`src/rtl/tuner_cfg_pkg.sv`:
```
// Package: shared types and reset values for the tuner configuration slave.
// Assumes byte-wide registers; the default table is indexed by register number.
package tuner_cfg_pkg;

    typedef enum logic [2:0] {
        ENG_IDLE,
        ENG_RX,
        ENG_ACK,
        ENG_TX,
        ENG_TXACK
    } eng_state_t;

    typedef enum logic [1:0] {
        BK_ADDR,
        BK_PTR,
        BK_DATA
    } byte_kind_t;

    // Working reset value of configuration byte idx.
    function automatic logic [7:0] cfg_default(input int unsigned idx);
        case (idx)
            0:       return 8'h80;
            1:       return 8'h23;
            2:       return 8'h02;
            3:       return 8'hF6;
            4:       return 8'h84;
            5:       return 8'h01;
            6:       return 8'hC0;
            7:       return 8'hCC;
            8:       return 8'h4B;
            default: return 8'h00;
        endcase
    endfunction

endpackage

```
`src/rtl/i2c_line_sampler.sv`:
```
// Module: synchronizes SCL/SDA into the system clock domain and flags
// SCL edges plus START and STOP conditions.
// Assumes clk runs at least 10x the SCL rate; idle bus level is high.
module i2c_line_sampler #(
    parameter int SYNC_STAGES = 2
) (
    input  logic clk,
    input  logic rst_n,
    input  logic scl_in,
    input  logic sda_in,
    output logic scl_rise,
    output logic scl_fall,
    output logic sda_lvl,
    output logic bus_start,
    output logic bus_stop
);
    logic [SYNC_STAGES-1:0] scl_sync;
    logic [SYNC_STAGES-1:0] sda_sync;
    logic                   scl_q;
    logic                   sda_q;
    logic                   scl_now;

    assign scl_now = scl_sync[SYNC_STAGES-1];
    assign sda_lvl = sda_sync[SYNC_STAGES-1];

    // Synchronizer chains and one-cycle history for edge detection.
    always_ff @(posedge clk) begin
        if (!rst_n) begin
            scl_sync <= '1;
            sda_sync <= '1;
            scl_q    <= 1'b1;
            sda_q    <= 1'b1;
        end else begin
            scl_sync <= {scl_sync[SYNC_STAGES-2:0], scl_in};
            sda_sync <= {sda_sync[SYNC_STAGES-2:0], sda_in};
            scl_q    <= scl_now;
            sda_q    <= sda_lvl;
        end
    end

    // Edge and bus-condition decode; SDA moves with SCL high are conditions only.
    always_comb begin
        scl_rise  = scl_now & ~scl_q;
        scl_fall  = ~scl_now & scl_q;
        bus_start = scl_now & scl_q & sda_q & ~sda_lvl;
        bus_stop  = scl_now & scl_q & ~sda_q & sda_lvl;
    end

endmodule

```
`src/rtl/i2c_slave_engine.sv`:
```
// Module: byte-level slave protocol: address match, pointer load,
// write strobes with pointer auto-increment, read shifting and ACK handling.
// Assumes one-cycle pulses for SCL edges and bus conditions from the sampler.
module i2c_slave_engine
    import tuner_cfg_pkg::*;
#(
    parameter int         DW       = 8,
    parameter int         PTR_W    = 8,
    parameter int         NUM_ADDR = 14,
    parameter int         STAT_IDX = 12,
    parameter logic [5:0] ADDR_HI  = 6'b110000
) (
    input  logic             clk,
    input  logic             rst_n,
    input  logic             scl_rise,
    input  logic             scl_fall,
    input  logic             sda_lvl,
    input  logic             bus_start,
    input  logic             bus_stop,
    input  logic             addr_strap,
    input  logic [DW-1:0]    rd_data,
    output logic [PTR_W-1:0] rd_addr,
    output logic             wr_en,
    output logic [PTR_W-1:0] wr_addr,
    output logic [DW-1:0]    wr_data,
    output logic             sda_oe,
    output logic             por_clr
);
    localparam int CNT_W = $clog2(DW + 1);
    localparam logic [CNT_W-1:0] BYTE_DONE = CNT_W'(DW);
    localparam logic [CNT_W-1:0] LAST_BIT  = CNT_W'(DW - 1);

    eng_state_t       state;
    byte_kind_t       kind;
    logic [CNT_W-1:0] bitcnt;
    logic [DW-1:0]    shreg;
    logic [PTR_W-1:0] ptr;
    logic [PTR_W-1:0] next_ptr;
    logic             rw_bit;
    logic             host_ack;
    logic             stat_read;

    assign rd_addr = ptr;

    // Pointer advance with wrap at the top of the map.
    always_comb begin
        if (ptr >= PTR_W'(NUM_ADDR - 1)) next_ptr = '0;
        else                             next_ptr = ptr + 1'b1;
    end

    // Protocol state machine; START and STOP override every state.
    always_ff @(posedge clk) begin
        if (!rst_n) begin
            state     <= ENG_IDLE;
            kind      <= BK_ADDR;
            bitcnt    <= '0;
            shreg     <= '0;
            ptr       <= '0;
            rw_bit    <= 1'b0;
            host_ack  <= 1'b0;
            stat_read <= 1'b0;
            sda_oe    <= 1'b0;
            wr_en     <= 1'b0;
            wr_addr   <= '0;
            wr_data   <= '0;
            por_clr   <= 1'b0;
        end else begin
            wr_en   <= 1'b0;
            por_clr <= 1'b0;
            if (bus_start) begin
                state  <= ENG_RX;
                kind   <= BK_ADDR;
                bitcnt <= '0;
                sda_oe <= 1'b0;
            end else if (bus_stop) begin
                state     <= ENG_IDLE;
                sda_oe    <= 1'b0;
                por_clr   <= stat_read;
                stat_read <= 1'b0;
            end else begin
                case (state)
                    ENG_RX: begin
                        if (scl_rise && bitcnt != BYTE_DONE) begin
                            shreg  <= {shreg[DW-2:0], sda_lvl};
                            bitcnt <= bitcnt + 1'b1;
                        end else if (scl_fall && bitcnt == BYTE_DONE) begin
                            bitcnt <= '0;
                            case (kind)
                                BK_ADDR: begin
                                    if (shreg[DW-1:1] == {ADDR_HI, addr_strap}) begin
                                        rw_bit <= shreg[0];
                                        sda_oe <= 1'b1;
                                        state  <= ENG_ACK;
                                    end else begin
                                        state <= ENG_IDLE;
                                    end
                                end
                                BK_PTR: begin
                                    ptr    <= PTR_W'(shreg);
                                    sda_oe <= 1'b1;
                                    state  <= ENG_ACK;
                                end
                                default: begin
                                    wr_en   <= 1'b1;
                                    wr_addr <= ptr;
                                    wr_data <= shreg;
                                    ptr     <= next_ptr;
                                    sda_oe  <= 1'b1;
                                    state   <= ENG_ACK;
                                end
                            endcase
                        end
                    end
                    ENG_ACK: begin
                        if (scl_fall) begin
                            if (kind == BK_ADDR && rw_bit) begin
                                shreg    <= rd_data;
                                sda_oe   <= ~rd_data[DW-1];
                                ptr      <= next_ptr;
                                bitcnt   <= '0;
                                host_ack <= 1'b0;
                                state    <= ENG_TX;
                                if (ptr == PTR_W'(STAT_IDX)) stat_read <= 1'b1;
                            end else begin
                                sda_oe <= 1'b0;
                                state  <= ENG_RX;
                                kind   <= (kind == BK_ADDR) ? BK_PTR : BK_DATA;
                            end
                        end
                    end
                    ENG_TX: begin
                        if (scl_fall) begin
                            if (bitcnt == LAST_BIT) begin
                                sda_oe <= 1'b0;
                                state  <= ENG_TXACK;
                            end else begin
                                shreg  <= {shreg[DW-2:0], 1'b0};
                                sda_oe <= ~shreg[DW-2];
                                bitcnt <= bitcnt + 1'b1;
                            end
                        end
                    end
                    ENG_TXACK: begin
                        if (scl_rise) begin
                            host_ack <= ~sda_lvl;
                        end else if (scl_fall) begin
                            if (host_ack) begin
                                shreg    <= rd_data;
                                sda_oe   <= ~rd_data[DW-1];
                                ptr      <= next_ptr;
                                bitcnt   <= '0;
                                host_ack <= 1'b0;
                                state    <= ENG_TX;
                                if (ptr == PTR_W'(STAT_IDX)) stat_read <= 1'b1;
                            end else begin
                                state <= ENG_IDLE;
                            end
                        end
                    end
                    default: begin
                        sda_oe <= 1'b0;
                    end
                endcase
            end
        end
    end

endmodule

```
`src/rtl/tuner_reg_bank.sv`:
```
// Module: configuration registers with reset defaults, two read-only status
// bytes, power-on flag, read mux and the one-cycle trigger on a chosen register.
// Assumes write strobes last one cycle; writes outside the writable range are dropped.
module tuner_reg_bank
    import tuner_cfg_pkg::*;
#(
    parameter int DW        = 8,
    parameter int NUM_CFG   = 12,
    parameter int PTR_W     = 8,
    parameter int FLAG_W    = 3,
    parameter int TRIG_ADDR = 5
) (
    input  logic                  clk,
    input  logic                  rst_n,
    input  logic                  wr_en,
    input  logic [PTR_W-1:0]      wr_addr,
    input  logic [DW-1:0]         wr_data,
    input  logic [PTR_W-1:0]      rd_addr,
    output logic [DW-1:0]         rd_data,
    input  logic                  por_clr,
    input  logic [FLAG_W-1:0]     stat_flags,
    input  logic [DW-1:0]         stat_rb,
    output logic [NUM_CFG*DW-1:0] cfg_flat,
    output logic                  trig_pulse,
    output logic                  por_flag
);
    localparam int PAD_W = DW - 1 - FLAG_W;

    logic [DW-1:0] stat_hi;

    for (genvar gi = 0; gi < NUM_CFG; gi++) begin : g_cfg
        logic [DW-1:0] q;
        // One configuration byte: default at reset, loaded on its own write.
        always_ff @(posedge clk) begin
            if (!rst_n)                                 q <= DW'(cfg_default(gi));
            else if (wr_en && wr_addr == PTR_W'(gi))    q <= wr_data;
        end
        assign cfg_flat[gi*DW +: DW] = q;
    end

    // Power-on flag: set by reset, cleared by the engine after a closed status read.
    always_ff @(posedge clk) begin
        if (!rst_n)       por_flag <= 1'b1;
        else if (por_clr) por_flag <= 1'b0;
    end

    // Single-cycle start pulse after a write to the trigger register.
    always_ff @(posedge clk) begin
        if (!rst_n) trig_pulse <= 1'b0;
        else        trig_pulse <= wr_en && (wr_addr == PTR_W'(TRIG_ADDR));
    end

    assign stat_hi = {por_flag, stat_flags, {PAD_W{1'b0}}};

    // Read mux over configuration bytes and both status bytes.
    always_comb begin
        rd_data = '0;
        for (int i = 0; i < NUM_CFG; i++) begin
            if (rd_addr == PTR_W'(i)) rd_data = cfg_flat[i*DW +: DW];
        end
        if (rd_addr == PTR_W'(NUM_CFG))     rd_data = stat_hi;
        if (rd_addr == PTR_W'(NUM_CFG + 1)) rd_data = stat_rb;
    end

endmodule

```
`src/rtl/tuner_cfg_slave.sv`:
```
// Module: top of the tuner configuration slave: line sampler, protocol engine
// and register bank. Assumes clk at least 10x the SCL rate; SDA is open-drain
// (sda_oe=1 pulls low). No clock stretching.
module tuner_cfg_slave #(
    parameter int         DW          = 8,
    parameter int         NUM_CFG     = 12,
    parameter int         TRIG_ADDR   = 5,
    parameter int         SYNC_STAGES = 2,
    parameter int         FLAG_W      = 3,
    parameter logic [5:0] ADDR_HI     = 6'b110000
) (
    input  logic                  clk,
    input  logic                  rst_n,
    input  logic                  scl_in,
    input  logic                  sda_in,
    output logic                  sda_oe,
    input  logic                  addr_strap,
    input  logic [FLAG_W-1:0]     stat_flags_in,
    input  logic [DW-1:0]         stat_rb_in,
    output logic [NUM_CFG*DW-1:0] cfg_flat,
    output logic                  vas_start
);
    localparam int NUM_STAT = 2;
    localparam int NUM_ADDR = NUM_CFG + NUM_STAT;
    localparam int PTR_W    = DW;

    logic             scl_rise;
    logic             scl_fall;
    logic             sda_lvl;
    logic             bus_start;
    logic             bus_stop;
    logic [DW-1:0]    rd_data;
    logic [PTR_W-1:0] rd_addr;
    logic             wr_en;
    logic [PTR_W-1:0] wr_addr;
    logic [DW-1:0]    wr_data;
    logic             por_clr;
    logic             por_flag;

    i2c_line_sampler #(
        .SYNC_STAGES(SYNC_STAGES)
    ) u_smp (
        .clk      (clk),
        .rst_n    (rst_n),
        .scl_in   (scl_in),
        .sda_in   (sda_in),
        .scl_rise (scl_rise),
        .scl_fall (scl_fall),
        .sda_lvl  (sda_lvl),
        .bus_start(bus_start),
        .bus_stop (bus_stop)
    );

    i2c_slave_engine #(
        .DW      (DW),
        .PTR_W   (PTR_W),
        .NUM_ADDR(NUM_ADDR),
        .STAT_IDX(NUM_CFG),
        .ADDR_HI (ADDR_HI)
    ) u_eng (
        .clk       (clk),
        .rst_n     (rst_n),
        .scl_rise  (scl_rise),
        .scl_fall  (scl_fall),
        .sda_lvl   (sda_lvl),
        .bus_start (bus_start),
        .bus_stop  (bus_stop),
        .addr_strap(addr_strap),
        .rd_data   (rd_data),
        .rd_addr   (rd_addr),
        .wr_en     (wr_en),
        .wr_addr   (wr_addr),
        .wr_data   (wr_data),
        .sda_oe    (sda_oe),
        .por_clr   (por_clr)
    );

    tuner_reg_bank #(
        .DW       (DW),
        .NUM_CFG  (NUM_CFG),
        .PTR_W    (PTR_W),
        .FLAG_W   (FLAG_W),
        .TRIG_ADDR(TRIG_ADDR)
    ) u_regs (
        .clk       (clk),
        .rst_n     (rst_n),
        .wr_en     (wr_en),
        .wr_addr   (wr_addr),
        .wr_data   (wr_data),
        .rd_addr   (rd_addr),
        .rd_data   (rd_data),
        .por_clr   (por_clr),
        .stat_flags(stat_flags_in),
        .stat_rb   (stat_rb_in),
        .cfg_flat  (cfg_flat),
        .trig_pulse(vas_start),
        .por_flag  (por_flag)
    );

endmodule

```
`config.mk`:
```
export PLATFORM = sky130hd
export DESIGN_NAME = tuner_cfg_slave
export DESIGN_NICKNAME = d
export VERILOG_FILES = /design/src/rtl/tuner_cfg_pkg.sv /design/src/rtl/i2c_line_sampler.sv /design/src/rtl/i2c_slave_engine.sv /design/src/rtl/tuner_reg_bank.sv /design/src/rtl/tuner_cfg_slave.sv
export SDC_FILE = /design/constraint.sdc
export NUM_CORES = 1
export LEC_CHECK = 0
export BUFFER_PORTS_ARGS = -buffer_cell sky130_fd_sc_hd__buf_2
export CORE_ASPECT_RATIO = 1.4
export CORE_MARGIN = 2
export CORE_UTILIZATION = 35
export CTS_CLUSTER_DIAMETER = 60
export DETAILED_ROUTE_END_ITERATION = 8
export MAX_ROUTING_LAYER = met4
export PLACE_DENSITY_LB_ADDON = 0.2
export SLEW_MARGIN = 30
export SYNTH_ARGS = -nofsm -noshare
export SYNTH_HDL_FRONTEND = slang
export SYNTH_SLANG_ARGS = --single-unit
```
`constraint.sdc`:
```
create_clock -name clk -period 2.1 [get_ports clk]
set_input_delay 0.21 -clock clk [delete_from_list [all_inputs] [get_ports clk]]
set_output_delay 0.21 -clock clk [all_outputs]
set_load 0.01 [all_outputs]
```
; Yosys cells after proc, flatten, opt, wreduce, memory -nomap -nowiden
; Cells that the tools add are included.
[totals]
reg_bits = 151
in_bits = 16
wordCells = 239
[classes]
add_sub_neg = 2
n_lt_le_gt_ge = 1
eq_ne = 60
muxes = 84
bitwise = 21
reduce_logical = 39
[ops]
columns = operator, n
row1 = 8-bit 2-to-1 mux, 30
row2 = 8-bit by 4-bit == test with 1-bit output (second input constant), 10
row3 = 8-bit by 3-bit == test with 1-bit output (second input constant), 8
row4 = 4-bit 2-to-1 mux, 9
row5 = 8-bit by 2-bit == test with 1-bit output (second input constant), 4
row6 = 8-bit one-hot mux with 4 select lines, 1
row7 = 1-bit 2-to-1 mux, 25
row8 = 8-bit one-hot mux with 3 select lines, 1
row9 = 8-bit AND reduction, 3
row10 = 11-bit AND reduction, 2
row11 = 3-bit 2-to-1 mux, 7
row12 = 4-bit by 3-bit inequality test with 1-bit output (second input constant), 5
row13 = 8-bit by 1-bit == test with 1-bit output (second input constant), 2
row14 = 8-bit logical NOT, 2
row15 = 2-bit by 1-bit inequality test with 1-bit output (second input constant), 8
row16 = 4-bit one-hot mux with 4 select lines, 1
row17 = 8-bit one-hot mux with 2 select lines, 1
row18 = 1-bit logical AND, 15
row19 = 3-bit by 2-bit inequality test with 1-bit output (second input constant), 5
row20 = 1-bit inverter, 14
row21 = 7-bit AND reduction, 2
row22 = 4-bit inequality test (second input constant), 3
row23 = 3-bit one-hot mux with 4 select lines, 1
row24 = 6-bit AND reduction, 2
row25 = 27 further kinds, 46

; Logic depth before layout (Yosys ltp)
[depth]
word_depth = 20
depth_mapped = 11
mapped_depth_nobuf = 8

; Modules after synthesis
; A second synthesis with hierarchy kept.
[unflattened]
hier_cells = 822
hier_area_um2 = 7714.9
[by_module_without_submodules]
columns = mod, n_inst, cells_each, area_per_inst_um2, seq_area_each_um2
row1 = tuner_reg_bank, 1, 501, 4833.4, 1961.9
row2 = i2c_slave_engine, 1, 305, 2691.3, 940.9
row3 = i2c_line_sampler, 1, 16, 190.2, 120.1

; Least setup slack after synthesis
; OpenSTA, ideal clock, no wires.
[synth_timing]
path_kind = flip-flop to flip-flop
startpoint = reg u_eng.ptr[0], in the netlist u_eng.rd_addr[0]
endpoint = reg u_eng.shreg[7]
setup_ps = 103
arrival_time_ps = 2107
t_required_ps = 1997
slack_ps = -111
path_stages_with_launch = 10
n_path_buf = 1
synth_period_minus_slack_ps = 2211
cell_sequence = dfxtp_1 -> inv_1 -> ha_1 -> clkbuf_1 -> or4bb_1 -> nand4_1 -> o2111ai_1 -> a31oi_2 -> nor4b_1 -> a2111oi_2
[synth_between]
elab_chain_len = 19
[synth_lines]
columns = element, line
row1 = start: declaration, i2c_slave_engine.sv:37  ; logic [PTR_W-1:0] ptr;
row2 = start signal: assignment, i2c_slave_engine.sv:99  ; ptr <= PTR_W'(shreg);
row3 = start signal: assignment, i2c_slave_engine.sv:107  ; ptr <= next_ptr;
row4 = start signal: assignment, i2c_slave_engine.sv:119  ; ptr <= next_ptr;
row5 = 8-bit logical NOT, tuner_reg_bank.sv:59  ; if (rd_addr == PTR_W'(i)) rd_data = cfg_flat[i*DW +: DW];
row6 = 8-bit 2-to-1 mux (12 in a row), tuner_reg_bank.sv:59
row7 = 8-bit 2-to-1 mux, tuner_reg_bank.sv:61  ; if (rd_addr == PTR_W'(NUM_CFG)) rd_data = stat_hi;
row8 = 8-bit 2-to-1 mux (*), tuner_reg_bank.sv:62  ; if (rd_addr == PTR_W'(NUM_CFG + 1)) rd_data = stat_rb;
row9 = 8-bit 2-to-1 mux, i2c_slave_engine.sv:147  ; if (host_ack) begin
row10 = 8-bit 2-to-1 mux, i2c_slave_engine.sv:146  ; end else if (scl_fall) begin
row11 = 8-bit 2-to-1 mux, i2c_slave_engine.sv:144  ; if (scl_rise) begin
row12 = 8-bit one-hot mux with 4 select lines (*), i2c_slave_engine.sv:81  ; case (state)
row13 = end signal: assignment, i2c_slave_engine.sv:84  ; shreg <= {shreg[DW-2:0], sda_lvl};
row14 = end signal: assignment, i2c_slave_engine.sv:137  ; shreg <= {shreg[DW-2:0], 1'b0};
row15 = end signal: assignment, i2c_slave_engine.sv:148  ; shreg <= rd_data;
row16 = end: declaration, i2c_slave_engine.sv:36  ; logic [DW-1:0] shreg;
; Every way passes the cells marked *; elsewhere a longest branch is shown, timed or not. The select of a mux whose other input is x is not followed.
; A chain may end at the register's enable or synchronous reset.

; Final worst setup path
[layout_timing]
startpoint = reg u_eng.ptr[1], in the netlist u_eng.rd_addr[1]
endpoint = reg u_eng.sda_oe
[layout_between]
elab_chain_len = 20
[layout_lines]
columns = element, line
row1 = 8-bit logical NOT, tuner_reg_bank.sv:59
row2 = 8-bit 2-to-1 mux (12 in a row), tuner_reg_bank.sv:59
row3 = 8-bit 2-to-1 mux, tuner_reg_bank.sv:61
row4 = 8-bit 2-to-1 mux (*), tuner_reg_bank.sv:62
row5 = 1-bit inverter (*), "i2c_slave_engine.sv:118, i2c_slave_engine.sv:149"
row6 = 1-bit 2-to-1 mux, i2c_slave_engine.sv:147
row7 = 1-bit 2-to-1 mux, i2c_slave_engine.sv:146
row8 = 1-bit 2-to-1 mux, i2c_slave_engine.sv:144
row9 = 1-bit one-hot mux with 4 select lines (*), i2c_slave_engine.sv:81
row10 = end signal: assignment, i2c_slave_engine.sv:118  ; sda_oe <= ~rd_data[DW-1];
row11 = end signal: assignment, i2c_slave_engine.sv:138  ; sda_oe <= ~shreg[DW-2];
row12 = end signal: assignment, i2c_slave_engine.sv:149  ; sda_oe <= ~rd_data[DW-1];
row13 = end: declaration, i2c_slave_engine.sv:26  ; output logic sda_oe,
; Marked as above.

==> summary.txt <==
Outcome
  • Outcome: complete, no violations

Logic synthesis
  • Mapped Area: 7530 um^2
  • Synth cell types: 72
  • Synth Net Count: between 900 and 1000
  • Top post-synthesis cells by area: dfxtp_1 40%, nand2_1 8.5%, mux2i_1 8.5%
  • Yosys top cell area share: 0.401
  • Post-Syn Instances: 960
  • Post-synth ARST share: 0
  • Synth warnings: 0
  • Yosys reg bits: 151
  • Largest area contributor in the netlist: dfxtp_1
  • Number of flops mapped to enable cells by yosys: 0
  • Register area share after synthesis: 0.401
  • Synth Area per Inst: 7.85 um^2
  • Top_reg_cell synth: dfxtp_1

Placed design
  • PortBufs: about 110
  • Final HPWL DP: 22.9 mm
  • DP Area: 9220 um^2
  • Gp weighted congestion: 0.964

Routing
  • 1st-iter DRT viols: 453
  • Drc violations: 0
  • Final wirelength: 30.7 mm
  • Antenna-violating nets left: 0
  • Vias per inst: 5.55
  • DR vias: 7902
  • Avg WL per Cell: 21.6 um
  • Drt pass-1 iters: 5

Finish
  • Synth-to-layout area growth: 34.2%
  • Total Nets Final: 1173
  • Area occupied by registers: 3030 um^2
  • Antenna cell count: 0
  • Multi-input gate area: about 4400 um^2
  • Fill cells: between 2000 and 2500
  • Most common cell after layout, fill and taps aside: nand2_1
  • Commonest non-fill, non-tap cells in the layout: 170 x nand2_1, 145 x dfxtp_1, 113 x buf_2, 113 x buf_4, 90 x a21oi_1
  • Post-route cell area: 10100 um^2
  • Layout cells sized above 1: 0.277

Clocking
  • CTS tree: built
  • Root buffer cell: clkbuf_16
  • Clock-pin slew on the worst setup and hold paths: 0.07 ns
  • Clock Latency Late Sink: between 0.4 and 0.5 ns
  • Count of clock tree sinks: between 150 and 200
  • CTS max path bufs: 2
  • CTS H-Tree Depth: 4
  • CTS buffer count: 17

Global routing
  • Antenna violations before repair: 0
  • Vias in the first global route: roughly 7700
  • Pin count of the biggest net entering global routing: 55
  • Total track usage: 0.280
  • First-pass GRT wire length: 45.9 mm
  • Grt total ovfl: 0

Power
  • PwrDens: about 600 nW/um^2
  • Peak VDD IR: 0.553 mV
  • Switch Pwr: 0.00143 W
  • Internal power: 0.00465 W
  • Leakage: ~4.3 nW
  • Pwr Total: slightly above 0.006 W
  • Combinational share of power: 0.032
  • Clock power share: 0.492
  • Sw Share: 0.235
  • Reg power frac: 0.476

Timing
  • Unrepaired setup endpoints after global routing: yes
  • Fin. Hold Viols: 0
  • Tightest hold margin: 0.188 ns
  • Clock period minus worst slack: 2.08 ns
  • Clock Skew: 0.00792 ns
  • Count of pins over their slew limit: 0
  • # setup viols final: 0
  • Post-route clock period utilization: 0.988
  • Max-slew headroom: 0.441
  • Worst Tran Pin Value: about 0.84 ns
  • Fmax: 0.482 GHz

Flow run
  • Max Cap Viol: 0

Setup path
  • Crit Path Class: reg -> reg
  • Critical path peak fanout: 6
  • Worst Path Required: 2.46 ns
  • CP Launch Type: flip-flop
  • Endpoint class of the critical path: flip-flop
  • Arr. time, crit path: 2.44 ns

Floorplanning
  • # IOs: 114
  • Die Ht: 178 um
  • Full die area: 22700 um^2
  • Rows: 63
  • Initial core utilization: 0.357
  • Chip width: between 100 and 150 um
  • Core area: between 20000 and 25000 um^2

Hold path
  • HP Class: in -> reg
-- layout make-up --
| type | instances | share of cell area |
|---|---|---|
| clock buffer | 22 | 0.0459 |
| tap | 260 | 0.0322 |
| multi-input combinational | 719 | 0.433 |
| sequential | 151 | 0.300 |
| inverter | 15 | 0.00582 |
| timing repair buffer | 246 | 0.173 |
| clock inverter | 10 | 0.00953 |
-- flip-flops by register name, indices dropped and copies added (netlist names) --
register           cells
u_regs.g_cfg.q        96
u_eng.rd_addr          8
u_eng.shreg            8
u_eng.wr_addr          8
u_eng.wr_data          8
u_eng.bitcnt           4
u_eng.state            3
u_eng.kind             2
u_smp.scl_sync         2
u_smp.sda_sync         2
u_eng.host_ack         1
u_eng.por_clr          1
u_eng.rw_bit           1
u_eng.sda_oe           1
u_eng.stat_read        1
u_eng.wr_en            1
u_regs.por_flag        1
u_regs.trig_pulse      1
u_smp.scl_q            1
u_smp.sda_q            1
-- stage by stage --
stage | std cells | TNS [ns] | setup slack [ns] | utilization
6_report | 1423 | 0 | 0.0249 | 0.479
5_1_grt | 1423 | -0.316 | -0.0742 | 0.479
4_1_cts | 1416 | -0.0139 | -0.0139 | 0.469
3_5_place_dp | 1380 | -0.364 | -0.141 | 0.437
3_3_place_gp | 1380 | -0.356 | -0.134 | 0.437
2_1_floorplan | 960 | 0 | 0.0261 | -
-- worst paths after layout --
| check | endpoint | from | slack (ns) | cells after the start |
|---|---|---|---|---|
| setup / recovery | u_eng.sda_oe | u_eng.rd_addr[1] | 0.02 | 9 |
| hold / removal | u_smp.sda_sync[1] | rst_n | 0.19 | 3 |
| setup reg to reg | u_eng.sda_oe | u_eng.rd_addr[1] | 0.02 | 9 |
| hold reg to reg | u_smp.sda_sync[1] | u_smp.sda_sync[0] | 0.42 | 1 |
-- power by group through the flow --
stage	clock network (W)	registers (W)	logic (W)
2_1_floorplan	0	0.00295	0.000102
3_3_place_gp	0	0.00296	0.000183
3_5_place_dp	0	0.00296	0.000183
4_1_cts	0.00302	0.00289	0.000186
5_1_grt	0.00314	0.00289	0.000210
6_report	0.00299	0.00289	0.000195
-- worst max-delay path, stage by stage (launching register included) --
cell,delay (ns)
dfxtp_2,0.34
buf_6,0.13
ha_4,0.17
buf_12,0.13
nor2b_1,0.13
a22o_1,0.24
o32ai_4,0.33
a31oi_4,0.07
o311a_1,0.36
nor3_2,0.10
-- metal layers --
| metal | wire length (um) | track usage |
|---|---|---|
| met1 | 12100 | 0.315 |
| met2 | 15400 | 0.469 |
| met3 | 1230 | 0.0359 |
| met4 | 2010 | 0.179 |
| met5 | 0 | - |
-- cells in the mapped netlist (all sizes together), types with 7 or more instances --
cell type and count:
clkbuf 64, a21oi 92, buf 11, inv 15
nor3 16, and2 9, nor2b 14, nand4 8
nor2 74, nand3 65, nand2 172, mux2i 64
a31oi 16, o22ai 7, o21ai 49, nand2b 19
dfxtp 151, ha 7
-- timing repair --
action	in CTS	in global routing
buffers inserted	2	7
pin swaps	9	12
hold buffers	2	0
resized for setup	19	31
endpoints found under the setup margin	8	35
endpoints found under the hold margin	2	0
-- logic make-up after synthesis --
| group | count (synthesis) | synth area share |
|---|---|---|
| mux | 64 | 0.0850 |
| simple gates | 411 | 0.257 |
| xor+xnor | 7 | 0.00814 |
| flops | 151 | 0.401 |
| fa+ha+maj | 7 | 0.0116 |
| compound gates | 230 | 0.191 |
| buf+inv | 90 | 0.0463 |
No activity file was read; power rests on OpenSTA's default activity.
